<file path="src/rtl/rtc_core.sv">
module rtc_core #(
  parameter int DAYS = 30
) (
  input  logic       clk,
  input  logic       por_n,
  input  logic       tick_1hz,
  input  logic       tick_per,
  input  logic       wr_en,
  input  logic       rd_en,
  input  logic [3:0] addr,
  input  logic [7:0] wdata,
  output logic [7:0] rdata,
  output logic       irq_n
);
  localparam logic [7:0] DMAX = 8'(DAYS);

  logic [7:0] sec_q, min_q, hr_q, day_q, mon_q, al_s, al_m, al_h;
  logic set_q, dm, h24;
  logic pie, aie, uie, pf, af, uf, upd_q;

  function automatic logic [7:0] fmt(input logic [7:0] n, input logic bin);
    fmt = bin ? n : (((n / 8'd10) << 4) | (n % 8'd10));
  endfunction

  function automatic logic [7:0] nxt(input logic [7:0] v, input logic [7:0] top,
                                     input logic [7:0] bot, input logic bin);
    if (v == fmt(top, bin))            nxt = fmt(bot, bin);
    else if (!bin && v[3:0] == 4'd9)  nxt = {v[7:4] + 4'd1, 4'd0};
    else                              nxt = v + 8'd1;
  endfunction

  function automatic logic [6:0] inc7(input logic [6:0] v, input logic bin);
    if (!bin && v[3:0] == 4'd9) inc7 = {v[6:4] + 3'd1, 4'd0};
    else                        inc7 = v + 7'd1;
  endfunction

  function automatic logic hit(input logic [7:0] v, input logic [7:0] a);
    hit = (a[7:6] == 2'b11) || (v == a);
  endfunction

  logic [7:0] f1, f11, f12, f59, hr_n;
  logic c_s, c_m, c_h, c_d, clr, amatch, irqf;

  assign f1  = fmt(8'd1, dm);
  assign f11 = fmt(8'd11, dm);
  assign f12 = fmt(8'd12, dm);
  assign f59 = fmt(8'd59, dm);
  assign c_s = sec_q == f59;
  assign c_m = min_q == f59;
  assign c_d = day_q == fmt(DMAX, dm);

  always_comb begin
    c_h  = 1'b0;
    hr_n = hr_q;
    if (h24) begin
      hr_n = nxt(hr_q, 8'd23, 8'd0, dm);
      c_h  = hr_q == fmt(8'd23, dm);
    end else if ({1'b0, hr_q[6:0]} == f11) begin
      hr_n = {~hr_q[7], 7'd0} | f12;
      c_h  = hr_q[7];
    end else if ({1'b0, hr_q[6:0]} == f12) begin
      hr_n = {hr_q[7], 7'd0} | f1;
    end else begin
      hr_n = {hr_q[7], inc7(hr_q[6:0], dm)};
    end
  end

  always_ff @(posedge clk) begin
    if (tick_1hz && !set_q) begin
      sec_q <= nxt(sec_q, 8'd59, 8'd0, dm);
      if (c_s) begin
        min_q <= nxt(min_q, 8'd59, 8'd0, dm);
        if (c_m) begin
          hr_q <= hr_n;
          if (c_h) begin
            day_q <= nxt(day_q, DMAX, 8'd1, dm);
            if (c_d) mon_q <= nxt(mon_q, 8'd12, 8'd1, dm);
          end
        end
      end
    end
    if (wr_en)
      case (addr)
        4'd0: sec_q <= wdata;
        4'd1: al_s  <= wdata;
        4'd2: min_q <= wdata;
        4'd3: al_m  <= wdata;
        4'd4: hr_q  <= wdata;
        4'd5: al_h  <= wdata;
        4'd6: day_q <= wdata;
        4'd7: mon_q <= wdata;
        4'd8: begin set_q <= wdata[7]; dm <= wdata[2]; h24 <= wdata[1]; end
        default: ;
      endcase
  end

  assign clr    = rd_en && addr == 4'd9;
  assign amatch = hit(sec_q, al_s) && hit(min_q, al_m) && hit(hr_q, al_h);

  always_ff @(posedge clk or negedge por_n) begin
    if (!por_n) begin
      {pie, aie, uie, pf, af, uf, upd_q} <= '0;
    end else begin
      upd_q <= tick_1hz && !set_q;
      if (wr_en && addr == 4'd8) begin
        pie <= wdata[6];
        aie <= wdata[5];
        uie <= wdata[4] && !(wdata[7] && !set_q);
      end
      pf <= (pf && !clr) || tick_per;
      uf <= (uf && !clr) || (upd_q && !set_q);
      af <= (af && !clr) || (upd_q && !set_q && amatch);
    end
  end

  assign irqf  = (pf && pie) || (af && aie) || (uf && uie);
  assign irq_n = !irqf;

  always_comb
    case (addr)
      4'd0: rdata = sec_q;
      4'd1: rdata = al_s;
      4'd2: rdata = min_q;
      4'd3: rdata = al_m;
      4'd4: rdata = hr_q;
      4'd5: rdata = al_h;
      4'd6: rdata = day_q;
      4'd7: rdata = mon_q;
      4'd8: rdata = {set_q, pie, aie, uie, 1'b0, dm, h24, 1'b0};
      4'd9: rdata = {irqf, pf, af, uf, 4'd0};
      default: rdata = 8'd0;
    endcase
endmodule

</file>
<file path="config.mk">
export PLATFORM = sky130hd
export DESIGN_NAME = rtc_core
export DESIGN_NICKNAME = d
export VERILOG_FILES = /design/src/rtl/rtc_core.sv
export SDC_FILE = /design/constraint.sdc
export NUM_CORES = 1
export LEC_CHECK = 0
export BUFFER_PORTS_ARGS = -buffer_cell sky130_fd_sc_hd__buf_4
export CAP_MARGIN = 20
export CORE_ASPECT_RATIO = 0.9
export CORE_MARGIN = 4
export CORE_UTILIZATION = 67
export CTS_CLUSTER_SIZE = 28
export DETAILED_ROUTE_END_ITERATION = 16
export PLACE_DENSITY = 0.91
export SETUP_SLACK_MARGIN = 0.1
export SKIP_CTS_REPAIR_TIMING = 1
export SYNTH_ARGS = -nofsm -noshare
export SYNTH_HDL_FRONTEND = slang
export SYNTH_SLANG_ARGS = --single-unit
</file>
<file path="constraint.sdc">
create_clock -name clk -period 5.3 [get_ports clk]
set_input_delay 0.795 -clock clk [delete_from_list [all_inputs] [get_ports clk]]
set_output_delay 0.795 -clock clk [all_outputs]
set_load 0.01 [all_outputs]
</file>
# Word level (Yosys, flattened, before mapping)
# Cells that the tools add are included.
# Widths: inputs -> output; s select.
[totals] reg_bits=74 in_bits=18 output_inout_bits=9 wordCells=144
[classes] n_addsub=12 n_eq_ne=27 mux=47 n_bitwise=2 n_reduce_logical=38
[op_table] op="$mux 8" count=37
[op_table] op="$pmux 8 s10" count=1
[op_table] op="$add 8x1->8 const B" count=5
[op_table] op="$eq 8x8->1" count=4
[op_table] op="$eq 4x4->1 const B" count=7
[op_table] op="$mux 7" count=3
[op_table] op="$add 4x1->4 const B" count=5
[op_table] op="$logic_and 1x1->1" count=20
[op_table] op="$eq 4x3->1 const B" count=4
[op_table] op="$eq 8x6->1" count=2
[op_table] op="$mux 6" count=2
[op_table] op="$mux 5" count=2
[op_table] op="$eq 4x2->1 const B" count=2
[op_table] op="$eq 7x8->1" count=1
[op_table] op="$eq 8x5->1" count=1
[op_table] op="$eq 8x7->1" count=1
[op_table] op="$logic_or 1x1->1" count=8
[op_table] op="$or 8x8->8" count=1
[op_table] op="$reduce_and 2->1" count=4
[op_table] op="$add 7x1->7 const B" count=1
[op_table] op="$eq 7x5->1" count=1
[op_table] op="$eq 2x2->1 const B" count=3
[op_table] op="$logic_not 1->1" count=5
[op_table] op="$eq 4x1->1 const B" count=1
[op_table] op="other kinds (4)" count=5

# Depth between registers and ports, before layout
# Gate-level depths: netlist of run 1.
[depth] ltp_word=11 mapped_depth=11

# Least setup slack after synthesis of run 1
# No wires, ideal clock.
[synth_path] kind="input to output" startpoint="input addr[0]" endpoint="output rdata[1]" arrival_ps=2350 slack_ps=2155 cell_stages=7 path_buffers=3 cell_sequence="clkbuf_1 -> clkbuf_1 -> clkbuf_1 -> nand2_1 -> nor2_1 -> a31oi_1 -> o32ai_1"
[synth_via] elab_chain_cells=2 word_cells_on_any_way=11 cone_classes="eq/ne (9); mux (1); reduce/logical (1)"
[synth_lines] element="start, declared" line_no="10" source="input logic [3:0] addr,"
[synth_lines] element="$eq 4x4->1 (tied with other cells)" line_no="120" source="case (addr)"
[synth_lines] element="$pmux 8 s10 (*)" line_no="120"
[synth_lines] element="end, declared" line_no="12" source="output logic [7:0] rdata,"
# Every way passes the cells marked *; elsewhere a longest branch is shown, timed or not.

# Worst setup path in the final report of run 1
[layout_path] startpoint="register dm" endpoint="register hr_q[6]"
[layout_via] elab_chain_cells=11 word_cells_on_any_way=22 cone_classes="eq/ne (5); mux (15); reduce/logical (2)"
[layout_lines] element="start, declared" line_no="18" source="logic set_q, dm, h24;"
[layout_lines] element="start signal, assigned" line_no="92" source="4'd8: begin set_q <= wdata[7]; dm <= wdata[2]; h24 <= wdata[1]; end"
[layout_lines] element="branches (longest 7 deep; another with $eq 7x8->1)"
[layout_lines] element="$mux 8 (*)" line_no="71" source="if (c_s) begin"
[layout_lines] element="$mux 8 (*)" line_no="69" source="if (tick_1hz && !set_q) begin"
[layout_lines] element="$mux 8" line_no="83" source="case (addr)"
[layout_lines] element="$mux 8 (*)" line_no="82" source="if (wr_en)"
[layout_lines] element="end signal, assigned" line_no="74" source="hr_q <= hr_n;"
[layout_lines] element="end signal, assigned" line_no="88" source="4'd4: hr_q <= wdata;"
[layout_lines] element="end, declared" line_no="17" source="logic [7:0] sec_q, min_q, hr_q, day_q, mon_q, al_s, al_m, al_h;"
# Mark *: on every way between the ends.
# A chain may end at the register's enable or synchronous reset.

==> flow_summary_export.csv, run 1 <==
group,metric,value,unit
status,status,"finished, final reports clean",
synth,syn_nets,603,
grt,met2_usage,49.50,%
cts,clkLatencyLatePin,360,ps
floorplanning,initial_utilization,70.19,%
finish,final_core_util,75.55,%
grt,grt_max_degree,32,
run,max_cap_viol_count,0,
cts,root_buffer,"clkbuf_8",
finish,multi_input_area,3012,µm²
grt,grt-busiest-layer,"met2",
floorplanning,die_area,8939,µm²
floorplanning,design.core.area,7148,µm²
timing,slew_headroom,43.97,%
floorplanning,rows,29,
synth,ys_warn_count,0,
routing,drc_errors,0,
cts,numClockSinks,74,
synth,async_flop_share,9.459,%
routing,dr.pass1.iters,5,
cts,ctsLongestPathBuffers,2,
critical_path,critPathCaptureType,"register",
cts,cts_tree,"built",
floorplanning,ios,27,
critical_path,r2r-end,"hr_q[6]",
grt,grt_pass1_vias,4466,
cts,cts_made_buffers,9,
synth,netlist_instances,569,
routing,via_per_inst,7.107,
placement,place_area,5211,µm²
pwr,ir_drop,0.0002114,V
synth,ys_types,71,
grt,grtUsageMet3,7.121,%
timing,finalCritPeriodShare,64.11,%
timing,final-hold-violation-count,0,
placement,pre_cts_slack,2026,ps
critical_path,arrival,3690,ps
finish,num-nets-final,607,
finish,antenna_cells,0,
timing,worst_pin_slew,840.5,ps
synth,avgSynthCellArea,8.818,µm²
timing,finalCriticalPeriod,3398,ps
finish,n_fill_cell,472,
timing,finalClockSkew,10.50,ps
timing,setup_viol,0,
synth,synth_edf_count,27,
synth,synth_seq_area_share,35.61,%
critical_path,path_class,"reg -> reg",
pwr,leakagePower,2.060,nW
placement,hpwlAfterDp,10400,µm
floorplanning,fp.dieW,99.22,µm
timing,fmax,0.2943,GHz
timing,fin_ws,1902,ps
grt,antenna_found_initial,0,
hold_path,min_path_type,"in -> async",
cts,htreeDepth,3,
critical_path,cp_max_fo,22,
synth,syn_area,5017,µm²
routing,ant_nets,0,
timing,final_max_slew_viol_count,0,
finish,design_area,5400,µm²
grt,grt_pass1_wl,23670,µm
finish,layout-drive-gt1-share,11.42,%
finish,regArea,1787,µm²
finish,area_delta_synth_final,7.631,%
pwr,power.density,330.6,nW/µm²
synth,synth_seq_cells,74,
timing,timing.hold.ws,231.2,ps
routing,wl,14520,µm
critical_path,rrSetupSlack,1900,ps
critical_path,critPathLaunchType,"register",
synth,ys_dominant_reg_cell,"dfxtp_1",
floorplanning,die_height,90.10,µm
routing,wl_per_cell,21.63,µm
grt,use_met1,47.68,%
critical_path,crit_required,5590,ps
critical_path,timing.rr.start,"dm",
routing,vias,4769,
routing,initialDrtViolationCount,660,
timing,rsz0062_at_grt,"false",
critical_path,reg2regPathDepth,6,
placement,portBuffers,26,
grt,grt_usage,33.37,%
timing,final.setup.tns,0,ps
grt,grt-ovfl-total,0,
cts,clk_pin_slew,80,ps
placement,gp_congestion,1.012,
through the flow:
step	std cells	power (mW)
after global routing	671	1.874
after detailed placement	655	1.349
after CTS	671	1.769
final	671	1.785
after floorplan	569	1.186
after global placement	655	1.315
cell type report:
class	instances	share of cell area [%]
Clock buffer	12	3.082
Clock inverter	4	0.4171
Tap cell	93	2.155
Timing Repair Buffer	29	4.032
Inverter	21	1.460
Multi-Input combinational cell	438	55.77
Sequential cell	74	33.09
layer usage:
| metal | wire length, µm | up-vias | part of all wire, % |
|---|---|---|---|
| li1 | - | 2131 | - |
| met1 | 5578 | 2215 | 38 |
| met2 | 6448 | 361 | 44 |
| met3 | 1917 | 62 | 13 |
| met4 | 571 | 0 | 3.9 |
| met5 | 0 | - | 0 |
how the worst max path moves through the flow:
stage               slack, ps  endpoint  startpoint  cells past startpoint
detailed placement       2030   hr_q[6]          dm                      6
global placement         2120   hr_q[6]          dm                      6
global route             1750   hr_q[6]          dm                      6
CTS                      2000   hr_q[6]          dm                      6
floorplan                2160  rdata[1]     addr[0]                      7
finish                   1900   hr_q[6]          dm                      6
kinds of logic (layout without fill, tap and decap cells):
kind of cell / after synthesis / in the layout / share of synthesized area, %
AND/OR/NAND/NOR: 207 / 207 / 21.65
AO/OA/AOI/OAI: 151 / 151 / 19.85
flip-flops: 74 / 74 / 35.61
buffers and inverters: 57 / 66 / 4.364
XOR/XNOR: 35 / 35 / 6.110
multiplexers: 29 / 29 / 8.429
adder cells (fa/ha/maj): 16 / 16 / 3.990
sequential cells by signal, indices dropped and copies added (netlist names):
name and cells:
sec_q 8, uf 1, al_h 8, mon_q 8, h24 1, upd_q 1, uie 1, af 1
hr_q 8, al_s 8, pf 1, dm 1, day_q 8, pie 1, aie 1, set_q 1
al_m 8, min_q 8
power breakdown:
part           total, mW  switching, mW  internal, mW
clock network      0.427          0.217         0.211
logic              0.473          0.229         0.243
registers          0.885          0.204         0.681
total               1.79          0.650          1.14
cells in the mapped netlist, types with 6 or more instances:
master    number  area (µm²)
nand2_1       54       202.7
nor2_1        46       172.7
dfxtp_1       40       800.8
a21oi_1       33       165.2
clkbuf_1      30       112.6
edfxtp_1      27       810.8
nand3_1       24       120.1
o21ai_0       22       110.1
o21ai_1       21       105.1
xnor2_1       21       183.9
inv_1         20       75.07
ha_1          16       200.2
xor2_1        14       122.6
mux2i_1       13       130.1
a22oi_1       11       82.58
a31oi_1       10       62.56
mux4_2        10       225.2
and3_1         9       56.30
nor2b_1        9       56.30
nand4_1        8       50.05
o22ai_1        8       50.05
dfrtp_1        7       175.2
nor3b_1        7       52.55
mux2_2         6       67.56
nand2b_1       6       37.54
nor4_1         6       37.54
cell usage in the layout (no fill, tap or decap), drive strengths merged, types with 9 or more instances in the layout:
cell / netlist / layout
nand2: 55 / 55
nor2: 46 / 46
o21ai: 43 / 43
dfxtp: 40 / 40
a21oi: 33 / 33
buf: 6 / 29
edfxtp: 27 / 27
nand3: 24 / 24
inv: 21 / 23
xnor2: 21 / 21
ha: 16 / 16
xor2: 14 / 14
mux2i: 13 / 13
clkbuf: 30 / 12
a22oi: 11 / 11
a31oi: 10 / 10
mux4: 10 / 10
nor2b: 9 / 9
and3: 9 / 9
worst max-delay path, stage by stage, from the launching register on:
cell      delay [ps]
edfxtp_1         740
or4b_4           680
a211oi_2         510
nand4_1          520
or4_1            560
o211a_1          220
a21oi_1          100
(Power assumes the default switching activity.)
==> inputs of run 2 (changes only) <==
--- a/config.mk
+++ b/config.mk
@@ -9,10 +9,10 @@
 export CAP_MARGIN = 20
 export CORE_ASPECT_RATIO = 0.9
 export CORE_MARGIN = 4
-export CORE_UTILIZATION = 67
+export CORE_UTILIZATION = 56
 export CTS_CLUSTER_SIZE = 28
 export DETAILED_ROUTE_END_ITERATION = 16
-export PLACE_DENSITY = 0.91
+export PLACE_DENSITY = 0.82
 export SETUP_SLACK_MARGIN = 0.1
 export SKIP_CTS_REPAIR_TIMING = 1
 export SYNTH_ARGS = -nofsm -noshare
==> constraint.sdc (replaced) <==
create_clock -name clk -period 2.7 [get_ports clk]
set_input_delay 0.405 -clock clk [delete_from_list [all_inputs] [get_ports clk]]
set_output_delay 0.405 -clock clk [all_outputs]
set_load 0.01 [all_outputs]
==> flow_summary_export.csv, run 2 (synthesis results as in run 1) <==
group,metric,value,unit
status,status,"finished, final reports clean",
cts,clkLatencyLatePin,360,ps
critical_path,critPathLaunchType,"register",
grt,antenna_found_initial,0,
hold_path,holdCritStartpoint,"tick_per",
placement,hpwlAfterDp,10760,µm
routing,vias,4869,
routing,wl,15150,µm
pwr,ir_drop,0.0004086,V
timing,fin_ws,102.0,ps
critical_path,timing.rr.start,"dm",
finish,num-nets-final,633,
finish,final_core_util,65.49,%
critical_path,critPathCaptureType,"register",
finish,design_area,5664,µm²
critical_path,cp_max_fo,10,
timing,finalCritPeriodShare,96.22,%
critical_path,critPathSlowestCell,"or4b_4",
grt,grt_pass1_vias,4484,
routing,ant_nets,0,
finish,antenna_cells,0,
timing,slew_headroom,46.74,%
placement,placed_cells,703,
grt,grt-ovfl-total,0,
critical_path,critPathMaxStageDelay,550,ps
critical_path,worstSetupPathDepth,6,
critical_path,critical_path.cell_chain,"or4b_4 -> a2111oi_4 -> o2111a_4 -> nand2_8 -> or4b_1 -> a31oi_1",
timing,finalCriticalPeriod,2598,ps
critical_path,rrSetupSlack,100,ps
routing,wl_per_cell,20.96,µm
finish,final_cell_mix,"54 x nand2_1, 54 x buf_4, 46 x nor2_1",
pwr,power.density,647.9,nW/µm²
timing,finalClockSkew,9.617,ps
floorplanning,ios,27,
grt,grt_usage,29.46,%
placement,place_area,5409,µm²
critical_path,path_class,"reg -> reg",
placement,gp_congestion,0.9592,
floorplanning,rows,32,
hold_path,hold_depth,2,
floorplanning,fp.dieW,107.8,µm
floorplanning,design.core.area,8648,µm²
floorplanning,die_area,10540,µm²
cts,ctsLongestPathBuffers,2,
timing,worst_pin_slew,795.9,ps
timing,setup_viol,0,
critical_path,crit_buf_inv,0,
critical_path,critPathLaunch,"dm",
routing,initialDrtViolationCount,727,
critical_path,cp_top_family,"simple AND/OR/NAND/NOR gates",
pwr,leakagePower,2.174,nW
critical_path,arrival,2890,ps
timing,final_max_slew_viol_count,0,
finish,post_layout_nonfiller_instances,723,
cts,root_buffer,"clkbuf_8",
timing,fmax,0.3849,GHz
cts,clk_pin_slew,80,ps
cts,cts_made_buffers,9,
floorplanning,initial_utilization,58.02,%
floorplanning,die_height,97.80,µm
finish,layout-drive-gt1-share,15.07,%
hold_path,min_path_type,"in -> reg",
grt,grt_max_degree,32,
cts,numClockSinks,74,
finish,area_delta_synth_final,12.89,%
routing,dr.pass1.iters,7,
routing,via_per_inst,6.734,
timing,final.setup.tns,0,ps
critical_path,reg2regPathDepth,6,
placement,portBuffers,26,
routing,drc_errors,0,
run,max_cap_viol_count,0,
cts,cts_tree,"built",
timing,final-hold-violation-count,0,
placement,pre_cts_slack,80.37,ps
grt,grt_pass1_wl,24250,µm
critical_path,crit_required,2990,ps
cts,htreeDepth,3,
timing,rsz0062_at_grt,"true",
-- run 2: per-layer routing --
layer / GRT usage, % / wire, µm / vias up
li1: - / - / 2169
met1: 42.27 / 5990 / 2291
met2: 43.50 / 6863 / 351
met3: 6.808 / 1829 / 58
met4: 10.68 / 469 / 0
met5: 0 / 0 / -
-- run 2: cell type report --
cell class                      instances  area [µm²]
Clock inverter                          7       83.83
Inverter                               21       78.83
Timing Repair Buffer                   55       415.4
Tap cell                              119       148.9
Clock buffer                            9       123.9
Sequential cell                        74        1788
Fill cell                             722        2984
Multi-Input combinational cell        438        3025
-- run 2: worst paths after layout --
check	end
min reg2reg	pf
max	mon_q[4]
max reg2reg	mon_q[4]
min	pf
min in group asynchronous	pie
max in group asynchronous	pf
-- run 2: per-stage QoR --
stage	hold WS, ps	power [mW]
floorplan	109.4	2.329
global placement	217.9	2.667
detailed placement	220.5	2.712
CTS	-174.5	3.650
global route	209.8	3.875
finish	220.8	3.670
-- run 2: power by group --
group | switching, mW | internal, mW | leakage (nW)
combinational | 0.551 | 0.527 | 1.41
clock | 0.427 | 0.509 | 0.102
sequential | 0.318 | 1.34 | 0.662
total | 1.30 | 2.37 | 2.17
==> inputs of run 3 (changes only) <==
--- a/config.mk
+++ b/config.mk
@@ -5,6 +5,7 @@
 export SDC_FILE = /design/constraint.sdc
 export NUM_CORES = 1
 export LEC_CHECK = 0
+export ABC_AREA = 1
 export BUFFER_PORTS_ARGS = -buffer_cell sky130_fd_sc_hd__buf_4
 export CAP_MARGIN = 20
 export CORE_ASPECT_RATIO = 0.9
==> flow_summary_export.csv, run 3 <==
group,metric,value,unit
pwr,ir_drop,0.0003330,V
critical_path,critPathLaunch,"addr[3]",
routing,dr.pass1.iters,6,
critical_path,cp_max_fo,4,
cts,clk_pin_slew,80,ps
placement,hpwlAfterDp,11950,µm
grt,grt-ovfl-total,0,
grt,grt_usage,30.11,%
timing,worst_pin_slew,668.4,ps
grt,antenna_found_initial,0,
timing,rsz0062_at_grt,"false",
finish,design_area,5594,µm²
run,max_cap_viol_count,0,
pwr,comb_power_share,31.7,%
cts,ctsLongestPathBuffers,2,
grt,grtUsageMet3,8.196,%
routing,via_per_inst,6.090,
status,status,"finished, final reports clean",
critical_path,critPathSlowestCell,"nor3_2",
routing,drc_errors,0,
finish,n_fill_cell,762,
synth,syn_area,5069,µm²
synth,synth_top_area_cell,"edfxtp_1",
grt,grt-busiest-layer,"met2",
critical_path,reg2regPathDepth,10,
grt,grt_max_degree,16,
timing,fmax,0.4190,GHz
synth,ys_warn_count,0,
synth,avgSynthCellArea,7.069,µm²
routing,initialDrtViolationCount,656,
pwr,power.density,675.5,nW/µm²
finish,num-nets-final,784,
synth,ys_types,44,
cts,htreeDepth,3,
floorplanning,design.core.area,8688,µm²
hold_path,min_path_type,"in -> reg",
grt,met2_usage,45.79,%
pwr,leakagePower,2.632,nW
pwr,swShare,39.25,%
floorplanning,fp.dieW,108.3,µm
routing,ant_nets,0,
critical_path,r2r-end,"mon_q[0]",
critical_path,critPathLaunchType,"primary input",
critical_path,path_class,"in -> out",
synth,yosys.cell_count.top_type,"nand2_1",
synth,netlist_instances,717,
timing,finalCritPeriodShare,88.40,%
cts,root_buffer,"clkbuf_8",
critical_path,rrSetupSlack,360,ps
timing,finalClockSkew,4.842,ps
floorplanning,rows,32,
timing,setup_viol,0,
cts,clkLatencyLatePin,360,ps
synth,async_flop_share,9.459,%
pwr,p_switching,1.483,mW
placement,gp_congestion,1.021,
placement,portBuffers,26,
synth,yosys-top-cells-area,"edfxtp_1 16%, dfxtp_1 16%, nand2_1 12%",
grt,use_met1,41.43,%
timing,slew_headroom,55.27,%
floorplanning,initial_utilization,58.34,%
finish,final_cell_mix,"156 x nand2_1, 94 x inv_1, 65 x nor2_1",
pwr,p_seq_share,44.9,%
floorplanning,die_area,10640,µm²
hold_path,hold_depth,2,
critical_path,timing.rr.start,"set_q",
synth,ys_dominant_reg_cell,"dfxtp_1",
hold_path,holdPathEnd,"pf",
synth,syn_nets,751,
timing,finalCriticalPeriod,2387,ps
floorplanning,die_height,98.26,µm
hold_path,holdCritStartpoint,"tick_per",
cts,numClockSinks,74,
finish,layout-drive-gt1-share,11.39,%
synth,synth_seq_cells,74,
critical_path,critical_path.cell_chain,"buf_4 -> nor2_1 -> inv_2 -> nor3_2 -> inv_2 -> o22ai_1 -> a21oi_1 -> nand3_1 -> buf_4",
routing,vias,5323,
timing,final.setup.tns,0,ps
pwr,power_frac_clock,23.4,%
synth,synth_edf_count,27,
critical_path,critPathCaptureType,"primary output",
grt,grt_pass1_vias,4844,
floorplanning,ios,27,
timing,final-hold-violation-count,0,
pwr,p_int,2.296,mW
routing,wl_per_cell,18.15,µm
critical_path,crit_required,2300,ps
synth,synth_commonest_cells,"156 x nand2_1, 94 x inv_1, 65 x nor2_1",
critical_path,arrival,1980,ps
cts,cts_tree,"built",
grt,grt_pass1_wl,24980,µm
placement,place_area,5368,µm²
timing,final_max_slew_viol_count,0,
synth,synth_seq_area_share,35.25,%
routing,wl,15870,µm
synth,yosysTopAreaCellShare,16.00,%
finish,final_common_cell,"nand2_1",
critical_path,critPathMaxStageDelay,340,ps
finish,antenna_cells,0,
cts,cts_made_buffers,9,
finish,area_delta_synth_final,10.37,%
-- run 3: changes by cell type after synthesis, sizes merged, moves of 18 or more --
cell,delta
nand2,+108
inv,+86
nor2,+27
clkbuf,-26
nand3,+25
a21oi,+19
nand4,+18
-- run 3: cells by family after synthesis --
group           after synthesis  share of synthesized area [%]
flops                        74                          35.25
simple gates                332                          29.67
buf+inv                     122                          9.775
compound gates              148                          17.03
xor+xnor                     25                          4.320
fa+ha+maj                    16                          3.950
-- run 3: how the worst max path moves through the flow --
| stage | cells past startpoint | endpoint |
|---|---|---|
| final | 9 | rdata[1] |
| after detailed placement | 13 | day_q[3] |
| after floorplan | 15 | day_q[5] |
| after global routing | 16 | day_q[3] |
| after CTS | 13 | day_q[3] |
| after global placement | 14 | day_q[3] |
-- run 3: power by group through the flow --
stage                     Clock, mW  Combinational (mW)  Sequential [mW]
final                         0.884                1.20             1.70
after detailed placement          0                1.16             1.71
after floorplan                   0               0.930             1.56
after CTS                     0.897                1.17             1.68
after global routing          0.933                1.35             1.73
after global placement            0                1.13             1.71
-- run 3: worst max-delay path: cells and delay by family --
kind | cells | cell delay, ps
compound gates | 2 | 440
buf+inv | 4 | 440
simple gates | 3 | 680
-- run 3: area by class of cell --
type                    count  area, µm²  area share (%)
multi-input cells         521       2786           49.81
well taps                 119      148.9           2.662
clock buffers              10      137.6           2.460
repair buffers             36      272.8           4.876
inverters                 108      405.4           7.247
clock inverters             6      56.30           1.006
flip-flops and latches     74       1787           31.94
-- run 3: routing by layer --
metal  share of wire, %  routed length, µm
met1                 39               6261
met2                 44               6955
met3                 13               2075
met4                3.6                575
met5                  0                  0
-- run 3: through the flow --
step                utilization, %  hold WS [ps]  cells  power, mW  setup WS [ps]
floorplan                        -         109.4    717      2.494          750.0
global placement             61.78         219.0    854      2.836          459.3
detailed placement           61.78         220.4    854      2.871          294.5
CTS                          64.01        -169.6    870      3.752          268.7
global route                 64.39         246.0    874      4.009          221.0
finish                       64.39         252.3    874      3.779          313.3
